### config.mk
export PLATFORM = sky130hd
export DESIGN_NAME = ide_window_decoder
export DESIGN_NICKNAME = d
export VERILOG_FILES = /design/src/rtl/ide_win_pkg.sv /design/src/rtl/ide_win_decode.sv /design/src/rtl/ide_win_swap.sv /design/src/rtl/ide_win_resp.sv /design/src/rtl/ide_window_decoder.sv
export SDC_FILE = /design/constraint.sdc
export NUM_CORES = 1
export LEC_CHECK = 0
export ABC_AREA = 1
export BUFFER_PORTS_ARGS = -buffer_cell sky130_fd_sc_hd__buf_2
export CAP_MARGIN = 40
export CORE_ASPECT_RATIO = 0.9
export CORE_UTILIZATION = 42
export DETAILED_ROUTE_END_ITERATION = 7
export PLACE_DENSITY_LB_ADDON = 0.12
export SLEW_MARGIN = 10
export SYNTH_ARGS = -nofsm -noshare
export SYNTH_HDL_FRONTEND = slang
export SYNTH_SLANG_ARGS = --single-unit
### constraint.sdc
create_clock -name clk -period 2.4 [get_ports clk]
set_input_delay 0.6 -clock clk [delete_from_list [all_inputs] [get_ports clk]]
set_output_delay 0.6 -clock clk [all_outputs]
set_load 0.03 [all_outputs]
### src/rtl/ide_win_pkg.sv
package ide_win_pkg;
  typedef enum logic [1:0] {
    SZ_BYTE = 2'd0,
    SZ_HALF = 2'd1,
    SZ_WORD = 2'd2,
    SZ_RSVD = 2'd3
  } acc_size_e;

  typedef enum logic [2:0] {
    TGT_NONE     = 3'd0,
    TGT_TASKFILE = 3'd1,
    TGT_CONTROL  = 3'd2,
    TGT_STATUS   = 3'd3,
    TGT_DATA16   = 3'd4,
    TGT_DATA32   = 3'd5
  } target_e;
endpackage

### src/rtl/ide_win_decode.sv
module ide_win_decode
  import ide_win_pkg::*;
#(
  parameter int ADDR_W    = 32,
  parameter int WIN_BYTES = 4096,
  parameter int STRIDE    = 16,
  parameter int TF_FIRST  = 1,
  parameter int TF_LAST   = 7,
  parameter int CTL_IDX_A = 8,
  parameter int CTL_IDX_B = 22
) (
  input  logic [ADDR_W-1:0] addr,
  input  logic [1:0]        size,
  input  logic              is_write,
  output target_e           target,
  output logic [2:0]        tf_idx
);
  localparam int WIN_BITS    = $clog2(WIN_BYTES);
  localparam int STRIDE_BITS = $clog2(STRIDE);
  localparam int IDX_W       = WIN_BITS - STRIDE_BITS;
  localparam logic [IDX_W-1:0] TF_LO = IDX_W'(TF_FIRST);
  localparam logic [IDX_W-1:0] TF_HI = IDX_W'(TF_LAST);
  localparam logic [IDX_W-1:0] CTL_A = IDX_W'(CTL_IDX_A);
  localparam logic [IDX_W-1:0] CTL_B = IDX_W'(CTL_IDX_B);

  logic [IDX_W-1:0] idx;
  assign idx = addr[WIN_BITS-1:STRIDE_BITS];

  always_comb begin
    target = TGT_NONE;
    tf_idx = 3'd0;
    unique case (acc_size_e'(size))
      SZ_BYTE: begin
        if (idx >= TF_LO && idx <= TF_HI) begin
          target = TGT_TASKFILE;
          tf_idx = idx[2:0];
        end else if (idx == CTL_A || idx == CTL_B) begin
          target = is_write ? TGT_CONTROL : TGT_STATUS;
        end
      end
      SZ_HALF: if (idx == '0) target = TGT_DATA16;
      SZ_WORD: if (idx == '0) target = TGT_DATA32;
      default: target = TGT_NONE;
    endcase
  end
endmodule

### src/rtl/ide_win_swap.sv
module ide_win_swap #(
  parameter int LANES = 4
) (
  input  logic [LANES*8-1:0] din,
  output logic [LANES*8-1:0] dout
);
  for (genvar g = 0; g < LANES; g++) begin : g_lane
    assign dout[g*8 +: 8] = din[(LANES-1-g)*8 +: 8];
  end
endmodule

### src/rtl/ide_win_resp.sv
module ide_win_resp #(
  parameter int DW = 32
) (
  input  logic          clk,
  input  logic          rst_n,
  input  logic          load,
  input  logic [DW-1:0] load_data,
  input  logic          rsp_ready,
  output logic          rsp_valid,
  output logic [DW-1:0] rsp_rdata,
  output logic          can_accept
);
  assign can_accept = !rsp_valid || rsp_ready;

  always_ff @(posedge clk or negedge rst_n) begin
    if (!rst_n) begin
      rsp_valid <= 1'b0;
      rsp_rdata <= '0;
    end else if (load) begin
      rsp_valid <= 1'b1;
      rsp_rdata <= load_data;
    end else if (rsp_ready) begin
      rsp_valid <= 1'b0;
    end
  end
endmodule

### src/rtl/ide_window_decoder.sv
module ide_window_decoder
  import ide_win_pkg::*;
#(
  parameter int ADDR_W    = 32,
  parameter int WIN_BYTES = 4096,
  parameter int STRIDE    = 16
) (
  input  logic              clk,
  input  logic              rst_n,
  input  logic              req_valid,
  output logic              req_ready,
  input  logic              req_write,
  input  logic [1:0]        req_size,
  input  logic [ADDR_W-1:0] req_addr,
  input  logic [31:0]       req_wdata,
  output logic              rsp_valid,
  input  logic              rsp_ready,
  output logic [31:0]       rsp_rdata,
  output logic [2:0]        dn_sel,
  output logic [2:0]        dn_idx,
  output logic              dn_we,
  output logic              dn_re,
  output logic [31:0]       dn_wdata,
  input  logic [31:0]       dn_rdata
);
  localparam int DW = 32;

  target_e    tgt;
  logic [2:0] tf_idx;
  logic       accept;
  logic       mapped;
  logic [15:0] w16_sw, r16_sw;
  logic [31:0] w32_sw, r32_sw;
  logic [31:0] rd_fmt;

  ide_win_decode #(
    .ADDR_W(ADDR_W), .WIN_BYTES(WIN_BYTES), .STRIDE(STRIDE)
  ) dec_i (
    .addr(req_addr), .size(req_size), .is_write(req_write),
    .target(tgt), .tf_idx(tf_idx)
  );

  ide_win_swap #(.LANES(2)) wsw16_i (.din(req_wdata[15:0]), .dout(w16_sw));
  ide_win_swap #(.LANES(4)) wsw32_i (.din(req_wdata),       .dout(w32_sw));
  ide_win_swap #(.LANES(2)) rsw16_i (.din(dn_rdata[15:0]),  .dout(r16_sw));
  ide_win_swap #(.LANES(4)) rsw32_i (.din(dn_rdata),        .dout(r32_sw));

  assign accept = req_valid && req_ready;
  assign mapped = (tgt != TGT_NONE);

  assign dn_sel = accept ? 3'(tgt) : 3'(TGT_NONE);
  assign dn_idx = accept ? tf_idx : 3'd0;
  assign dn_we  = accept && mapped && req_write;
  assign dn_re  = accept && mapped && !req_write;

  always_comb begin
    unique case (tgt)
      TGT_TASKFILE, TGT_CONTROL: dn_wdata = {24'd0, req_wdata[7:0]};
      TGT_DATA16:                dn_wdata = {16'd0, w16_sw};
      TGT_DATA32:                dn_wdata = w32_sw;
      default:                   dn_wdata = 32'd0;
    endcase
  end

  always_comb begin
    unique case (tgt)
      TGT_TASKFILE, TGT_STATUS: rd_fmt = {24'd0, dn_rdata[7:0]};
      TGT_DATA16:               rd_fmt = {16'd0, r16_sw};
      TGT_DATA32:               rd_fmt = r32_sw;
      default: begin
        if (acc_size_e'(req_size) == SZ_BYTE)      rd_fmt = 32'h0000_00FF;
        else if (acc_size_e'(req_size) == SZ_HALF) rd_fmt = 32'h0000_FFFF;
        else                                       rd_fmt = 32'hFFFF_FFFF;
      end
    endcase
  end

  ide_win_resp #(.DW(DW)) resp_i (
    .clk(clk), .rst_n(rst_n),
    .load(accept && !req_write), .load_data(rd_fmt),
    .rsp_ready(rsp_ready), .rsp_valid(rsp_valid), .rsp_rdata(rsp_rdata),
    .can_accept(req_ready)
  );
endmodule

==> results.toml, run 1 <==
[setup_path]
start_kind = "primary input"
reg2reg_to = "resp_i.rsp_rdata[9]$_DFFE_PN0P_"
criticalPathCategory = "in -> out"
critPathArrivalTime_ns = 1.88
worstRegToRegCells = 7
critPathCaptureType = "primary output"
r2r_setup_slack_ns = 0.75
reg2reg_from = "resp_i.rsp_valid$_DFFE_PN0P_"
worstPathRequired_ns = 1.80
crit_path_max_fanout = 7

[synthesis]
syn_area_per_cell_um2 = 7.10
yosys_warnings = 0
synthesis.nets = 451
netlist_area_um2 = 2470
netlist.area_leader.share = 0.334
yosysSeqAreaShare = 0.334
yosysTopAreaCell = "dfrtp_1"
synth.ff_latch_count = 33
synth_area_leaders = "dfrtp_1 33%, nand2_1 13%, inv_1 8.4%, nand3_1 5.1%, o21a_1 4.9%"
synth_cell_types = 26
netlist_instances = 348

[grt]
grt_pass1_wl_mm = 13.0
grt_max_degree = 51
grt_antenna_before_repair = 0
grt_use_total = 0.260
first_global_vias = 2758
gr-total-overflow = 0

[timing]
fmax_mhz = 404
slew_headroom = 0.507
finalHoldViolCount = 0
tns_ns = -0.581
finalSetupViolations = 13
finalCritPeriodShare = 1.03
rsz0062_at_grt = "true"
skew_ns = 0.00686
drv_slew = 0
tightest_slew_ns = 0.740
worst_slack_ns = -0.0759
period_minus_slack_ns = 2.48
hold_ws_ns = 0.364

[clock_network]
cts_made_buffers = 5
cts_tree = "yes"
insertion_delay_ns = 0.29
cts-htree-levels = 2
clock-root-buffer = "clkbuf_8"
cts_sinks = 33
clk_path_buf_depth = 2
clk_pin_slew_worst_paths_ns = 0.07
ctsHoldBuffers = 0

[placement]
port_buffers = 152
hpwl_mm = 5.97
place_ws_ns = -0.167
gp_congestion = 0.824
placed_cells = 583

[detailed_routing]
drtIter0Drc = 234
ant_nets = 0
drc_errors = 0
first_pass_iters = 4
vias = 3102
drt-wirelength-per-cell_um = 14.6
viasPerCell = 5.14
drt_wl_total_mm = 8.79

[finish]
drive_above_1_share = 0.542
stdcell_count = 603
antennaDiodeCount = 0
final_common_cell = "buf_2"
syn_to_final_growth_pct = 70.3
final_cell_mix = "113 x buf_2, 69 x nand2_1, 46 x buf_4"
fin_util = 0.744
nets = 635

[power]
p_int_w = 0.00113
clkPwrFrac = 0.260
p_switching_w = 0.000664
seq_power_share = 0.382
peakVddDrop_mv = 0.426
power.leakage_nw = 2.14
comb_power_share = 0.357
swShare = 0.369
powerDensity_nw_per_um2 = 427

[floorplan]
io_pins = 177
die_x_um = 82.9
start_util = 0.437
fp-row-count = 26
dieArea_um2 = 6200
die_h_um = 74.8
coreArea_um2 = 5660

[run]
maxCapViolCount = 0

[run_status]
status = "finished, violations left"
failed_checks = "setup timing"

[hold_path]
hold_path.class = "in -> async"
[what timing repair did]
action                                  CTS  global route
endpoints found under the setup margin   35            35
buffers inserted                          3             6
cloned                                    0             3
gates resized for setup                  61            91
pin swaps                                17            26
[critical path, stage by stage]
cell     delay (ns)
buf_2          0.11
inv_2          0.06
nand2_2        0.07
nor2_4         0.14
nand2_1        0.09
nand2_2        0.09
nand2_2        0.08
nand3_4        0.08
nand2_4        0.06
nand2_2        0.08
nand3_4        0.14
nand2_1        0.10
inv_1          0.05
buf_6          0.13
[worst max path at each step]
stage          cells after the start         start      endpoint  slack, ns
6_report                          14   req_addr[8]   dn_wdata[3]      -0.08
5_1_grt                           12   req_addr[8]   dn_wdata[3]      -0.18
4_1_cts                           12   req_addr[4]   dn_wdata[1]      -0.10
3_5_place_dp                      11   req_addr[5]   dn_wdata[7]      -0.17
3_3_place_gp                      11   req_addr[5]   dn_wdata[4]      -0.13
2_1_floorplan                      7  req_addr[11]  dn_wdata[12]      -0.22
[final cells by class]
cell class,instances,area (µm²)
fillers,464,1450
multi-input cells,238,1580
repair inverters,1,6.26
clock buffers,7,96.3
clock inverters,1,5.00
repair buffers,193,1370
well taps,70,87.6
inverters,60,240
flip-flops and latches,33,826
[logic make-up after synthesis]
group                  count (synthesis)  share of synthesized area
AND/OR/NAND/NOR                      167                      0.309
flip-flops                            33                      0.334
AO/OA/AOI/OAI                         71                      0.222
buffers and inverters                 77                      0.135
[state kept, by name (all words and copies together) (netlist names)]
name,count
resp_i.rsp_valid,1
resp_i.rsp_rdata,32
[power by group through the flow]
stage                     clock (W)  combinational (W)  sequential [W]
final                      0.000468           0.000642        0.000687
after global routing       0.000504           0.000688        0.000700
after CTS                  0.000476           0.000617        0.000688
after detailed placement          0           0.000598        0.000698
after global placement            0           0.000590        0.000695
after floorplan                   0           0.000188        0.000871
[synthesized netlist by cell type]
cell type	n
nand2_1	84
inv_1	55
dfrtp_1	33
nor2_1	29
nand3_1	25
o21ai_0	23
o21a_1	16
o211ai_1	13
buf_2	10
o211ai_2	9
nand3b_1	8
nand4_1	8
o22a_1	8
inv_2	4
buf_4	3
nand3_2	3
nor3_1	3
clkbuf_1	2
nand2_2	2
nor2_2	2
nor2_4	2
o21ai_4	2
buf_6	1
buf_8	1
inv_4	1
nand2_4	1
[through the flow]
step / power [W] / area, µm²
global placement: 0.00129 / 3530
detailed placement: 0.00130 / 3530
floorplan: 0.00106 / 2520
finish: 0.00180 / 4210
CTS: 0.00178 / 3840
global route: 0.00189 / 4210
[metal layers]
layer  up-vias  GRT usage  part of all wire
met3         9     0.0537             0.061
met2       127      0.463              0.51
li1       1508          -                 -
met5         -          0                 0
met4         0     0.0536            0.0082
met1      1458      0.333              0.42
Note: power is estimated with default switching activity, not from simulation.
==> run 2, diff against run 1 <==
- CORE_UTILIZATION: 42 -> 46
- SYNTH_HIERARCHICAL: unset -> 1
==> run 2 against run 1 <==
  * The flow still finishes with violations (setup timing)
  * Synthesized cell count rose by 48%
  * Via count rose by 3.7%
  * Hold slack improved by 0.014 ns
  * Global-route usage fell by 3.0 points
  * Non-clock buffer count rose by 4
  * Total power fell by 1.0%
  * Synthesized area rose by 32%
  * Critical path depth did not move
  * Highest routed layer unchanged
==> results.toml, run 2 <==
[run_status]
status = "finished, violations left"
failed_checks = "setup timing"

[timing]
tightest_slew_ns = 0.747
period_minus_slack_ns = 2.72
skew_ns = 0.00871
finalCritPeriodShare = 1.13
worst_slack_ns = -0.315
fmax_mhz = 368
slew_headroom = 0.502
finalHoldViolCount = 0
rsz0062_at_grt = "true"
finalSetupViolations = 36
drv_slew = 0

[grt]
gr-total-overflow = 0
first_global_vias = 2986
grt_pass1_wl_mm = 13.4
grt_use_total = 0.229
grt_antenna_before_repair = 0
grt_max_degree = 34

[synthesis]
async_flop_share = 1.00
netlist.area_leader.share = 0.253
synth.ff_latch_count = 33
synthesis.nets = 618
synth_top_flop_cell = "dfrtp_1"
yosysSeqAreaShare = 0.253
netlist_instances = 515
yosys-top-cells-count = "220 x nand2_1, 96 x buf_4, 41 x inv_1"
synth_area_leaders = "dfrtp_1 25%, nand2_1 25%, buf_4 22%, nand3_1 5.4%, inv_1 4.7%"
syn_area_per_cell_um2 = 6.34
yosys_warnings = 6
synth_edf_count = 0
synth.most_common_cell = "nand2_1"
netlist_area_um2 = 3260
synth_cell_types = 24
yosysTopAreaCell = "dfrtp_1"

[setup_path]
criticalPathCategory = "in -> out"
start_kind = "primary input"
r2r_setup_slack_ns = 0.67
critPathCaptureType = "primary output"
crit_path_max_fanout = 8
worstPathRequired_ns = 1.80
startpoint = "req_addr[5]"
reg2reg_from = "resp_i/rsp_valid$_DFFE_PN0P_"
critPathArrivalTime_ns = 2.12

[detailed_routing]
viasPerCell = 4.64
drtIter0Drc = 122
drt-wirelength-per-cell_um = 12.9
ant_nets = 0
vias = 3218
drt_wl_total_mm = 8.92
drc_errors = 0
first_pass_iters = 5

[power]
p_switching_w = 0.000679
swShare = 0.381
peakVddDrop_mv = 0.173
powerDensity_nw_per_um2 = 404
p_int_w = 0.00110
clkPwrFrac = 0.231
power.leakage_nw = 2.50
comb_power_share = 0.375
seq_power_share = 0.393

[clock_network]
cts_tree = "yes"
clk_pin_slew_worst_paths_ns = 0.07
clk_path_buf_depth = 2
insertion_delay_ns = 0.28
clock-root-buffer = "clkbuf_8"
cts_made_buffers = 5
cts-htree-levels = 2
cts_sinks = 33

[finish]
top_register = "resp_i/rsp_rdata"
final_common_cell = "nand2_1"
nets = 707
syn_to_final_growth_pct = 35.0
antennaDiodeCount = 0
largest_reg_flops = 32
fillers = 628
reg_top3 = "resp_i/rsp_rdata: 32 flops, resp_i/rsp_valid: 1 flops"
final_cell_mix = "193 x nand2_1, 107 x buf_2, 46 x buf_6"
fin_util = 0.655
drive_above_1_share = 0.487

[run]
maxCapViolCount = 0

[placement]
hpwl_mm = 5.85
place_ws_ns = -0.405
port_buffers = 152
gp_congestion = 0.825

[floorplan]
coreArea_um2 = 6730
dieArea_um2 = 7430
die_x_um = 90.8
start_util = 0.485
fp-row-count = 28
io_pins = 177
die_h_um = 81.9

[hold_path]
hold_path.class = "in -> async"
-- run 2: area by class of cell --
class                      count  area (µm²)  area share
sequential                    33         826       0.187
multi-input combinational    320        1680       0.380
inverter                      47         201      0.0457
clock buffer                   7        86.3      0.0196
timing repair buffer         197        1500       0.341
tap                           90         113      0.0256
-- run 2: what timing repair did --
item,in CTS,in global routing
setup buffers,13,6
endpoints found under the setup margin,37,60
hold buffers,0,0
resized for setup,123,31
pin swaps,16,14
cloned,1,2
-- run 2: per-stage QoR --
stage	hold WS (ns)	std cells	setup TNS (ns)	total power [W]	area, µm²
after floorplan	0.304	515	-0.609	0.00121	3420
after global placement	0.450	668	-14.89	0.00132	3630
after detailed placement	0.456	668	-16.32	0.00133	3630
after CTS	0.399	688	-7.54	0.00178	4220
after global routing	0.427	694	-13.14	0.00188	4410
final	0.378	694	-8.72	0.00178	4410
-- run 2: cell families (layout without fill, tap and decap cells) --
logic type             Yosys count  count (layout)  share of synthesized area
flip-flops                      33              33                      0.253
AND/OR/NAND/NOR                317             317                      0.408
AO/OA/AOI/OAI                    3               3                    0.00575
buffers and inverters          162             251                      0.333
-- run 2: path summary, 6_finish.rpt --
| check | to | depth (start not counted) |
|---|---|---|
| max reg2reg | resp_i/rsp_rdata[14]$_DFFE_PN0P_ | 7 |
| min in group clk | resp_i/rsp_rdata[30]$_DFFE_PN0P_ | 2 |
| max in group asynchronous | resp_i/rsp_rdata[17]$_DFFE_PN0P_ | 1 |
| max | dn_wdata[7] | 14 |
| min | resp_i/rsp_rdata[27]$_DFFE_PN0P_ | 1 |
| min reg2reg | resp_i/rsp_rdata[30]$_DFFE_PN0P_ | 2 |
-- run 2: per-layer routing --
metal,part of all wire,up-vias,global-route usage
met2,0.52,132,0.439
met3,0.067,12,0.0500
met1,0.39,1441,0.254
met5,0,-,0
li1,-,1633,-
met4,0.017,0,0.0825
-- run 2: worst max-delay path, stage by stage --
cell	delay, ns
buf_6	0.10
inv_2	0.06
nand2_2	0.08
buf_4	0.14
nor2_1	0.07
nor2_1	0.05
nor2_1	0.11
a21oi_2	0.09
buf_4	0.16
nor2_4	0.18
buf_12	0.15
nand2_1	0.09
nand3_2	0.09
buf_6	0.13
-- run 2: power groups by stage --
stage          logic (W)  registers, W  clock network (W)
2_1_floorplan   0.000311      0.000895                  0
3_3_place_gp    0.000611      0.000706                  0
3_5_place_dp    0.000617      0.000709                  0
4_1_cts         0.000653      0.000700           0.000428
5_1_grt         0.000723      0.000711           0.000449
6_report        0.000668      0.000699           0.000412
==> run 3, diff against run 2 <==
- clock period: 2.4 -> 2.8 ns (I/O delays scaled with it)
==> run 3 against run 2 <==
  * The run still ends with setup timing left
  * Total power shrank 16%
  * Hold slack better by 0.088 ns
  * Highest routed layer unchanged
  * Critical path type unchanged
  * Global-route usage fell by 1.4 points
  * Sequential power fell by 14%
  * Utilization down 3.8 points
==> results.toml, run 3 (synthesized netlist as in run 2, its figures left out) <==
[run_status]
status = "finished, violations left"
failed_checks = "setup timing"

[power]
peakVddDrop_mv = 0.162
clkPwrFrac = 0.233
comb_power_share = 0.367
power_w = 0.00150
p_switching_w = 0.000592
power.leakage_nw = 2.38
p_int_w = 0.000907
powerDensity_nw_per_um2 = 361
swShare = 0.395
seq_power_share = 0.400

[setup_path]
crit_path_max_fanout = 8
reg2reg_from = "resp_i/rsp_valid$_DFFE_PN0P_"
cp_slowest_cell = "a21oi_2"
worstPathRequired_ns = 2.10
criticalPathCategory = "in -> out"
critPathArrivalTime_ns = 2.17
path_cells = "buf_6, nor2_4, nand2_2, inv_2, nand2_2, nand2_1, nand2_1, a21oi_2, inv_2, nor2_4, buf_12, buf_12, nand2_2, nand2_2, buf_6"
start_kind = "primary input"
crit_top_cell = "nand2_2"
startpoint = "req_addr[8]"
slowest_delay_ns = 0.15
critPathCaptureType = "primary output"

[floorplan]
start_util = 0.485
dieArea_um2 = 7430
fp-row-count = 28
die_h_um = 81.9
io_pins = 177
coreArea_um2 = 6730
die_x_um = 90.8

[timing]
worst_slack_ns = -0.0685
finalSetupViolations = 15
tightest_slew_ns = 0.736
skew_ns = 0.00563
period_minus_slack_ns = 2.87
drv_slew = 0
hold_ws_ns = 0.466
finalHoldViolCount = 0
fmax_mhz = 349
finalCritPeriodShare = 1.02
rsz0062_at_grt = "true"
slew_headroom = 0.509

[detailed_routing]
drtIter0Drc = 130
drt_wl_total_mm = 8.65
ant_nets = 0
drt-wirelength-per-cell_um = 12.6
vias = 3145
drc_errors = 0
viasPerCell = 4.60
first_pass_iters = 4

[placement]
port_buffers = 152
placed_cells = 663
dpl-instance-area_um2 = 3400
hpwl_mm = 5.89
gp_congestion = 0.795

[grt]
top_usage_layer = "met2"
grt_max_degree = 34
first_global_vias = 2796
grt_use_met1 = 0.260
gr-total-overflow = 0
grt_pass1_wl_mm = 12.8
grt_antenna_before_repair = 0
grtUsageMet2 = 0.396
grt_use_met3 = 0.0398
grt_use_total = 0.216

[finish]
stdcell_area_um2 = 4150
final_cell_mix = "192 x nand2_1, 112 x buf_2, 42 x buf_6"
largest_reg_flops = 32
stdcell_count = 684
drive_above_1_share = 0.470
nets = 696
top_register = "resp_i/rsp_rdata"
antennaDiodeCount = 0
reg_top3 = "resp_i/rsp_rdata: 32 flops, resp_i/rsp_valid: 1 flops"
syn_to_final_growth_pct = 27.3
fin_util = 0.617
final_common_cell = "nand2_1"

[hold_path]
hold_path.class = "in -> async"

[clock_network]
clk_path_buf_depth = 2
insertion_delay_ns = 0.28
clock-root-buffer = "clkbuf_8"
cts-htree-levels = 2
cts_sinks = 33
clk_pin_slew_worst_paths_ns = 0.07
cts_made_buffers = 5
cts_tree = "yes"

[run]
maxCapViolCount = 0
run 3: cell count changes in the layout (fill, tap and decap cells not counted), sizes merged:
cell    before  now
buf        195  186
clkinv       0    2
clkbuf       9    6
run 3: stage by stage:
step / setup TNS, ns / worst slack, ns
2_1_floorplan: -0.883 / -0.0883
3_3_place_gp: -6.58 / -0.276
3_5_place_dp: -7.14 / -0.290
4_1_cts: -0.0887 / -0.0209
5_1_grt: -2.61 / -0.153
6_report: -0.603 / -0.0685
run 3: power by group through the flow:
stage	Clock, W	Sequential, W	Combinational [W]
CTS	0.000356	0.000600	0.000534
global route	0.000383	0.000608	0.000597
detailed placement	0	0.000609	0.000518
finish	0.000349	0.000600	0.000551
global placement	0	0.000607	0.000515
floorplan	0	0.000767	0.000261
run 3: worst max-delay path, delay by kind of cell:
kind                   cells  cell delay (ns)
and+or+nand+nor            8             0.66
AOI/OAI and AO/OA          1             0.15
buffers and inverters      6             0.64
run 3: path summary, 6_finish.rpt:
path / to / slack (ns) / cells after the start
max in group asynchronous: resp_i/rsp_rdata[5]$_DFFE_PN0P_ / 1.86 / 1
worst max register to register: resp_i/rsp_rdata[8]$_DFFE_PN0P_ / 1.15 / 7
worst min-delay path: resp_i/rsp_rdata[26]$_DFFE_PN0P_ / 0.47 / 1
worst max-delay path: dn_wdata[11] / -0.07 / 15
worst min register to register: resp_i/rsp_rdata[18]$_DFFE_PN0P_ / 0.47 / 2
min in group clk: resp_i/rsp_rdata[18]$_DFFE_PN0P_ / 0.47 / 2
run 3: layout make-up:
cell class              instances  area (µm²)
fillers                       678        2570
inverters                      47         209
clock inverters                 2        10.0
well taps                      90         113
flip-flops and latches         33         826
repair buffers                186        1310
multi-input cells             320        1610
clock buffers                   6        72.6
run 3: what timing repair did:
action | in CTS | in global routing
hold buffers | 0 | 0
setup endpoints to repair | 33 | 35
gates resized for setup | 72 | 98
pin swaps | 10 | 30
setup buffers | 5 | 8
run 3: layer usage:
layer  up-vias  share of wire
met5         -              0
met4         0          0.017
met3        15          0.064
met2       120           0.50
met1      1404           0.42
li1       1606              -
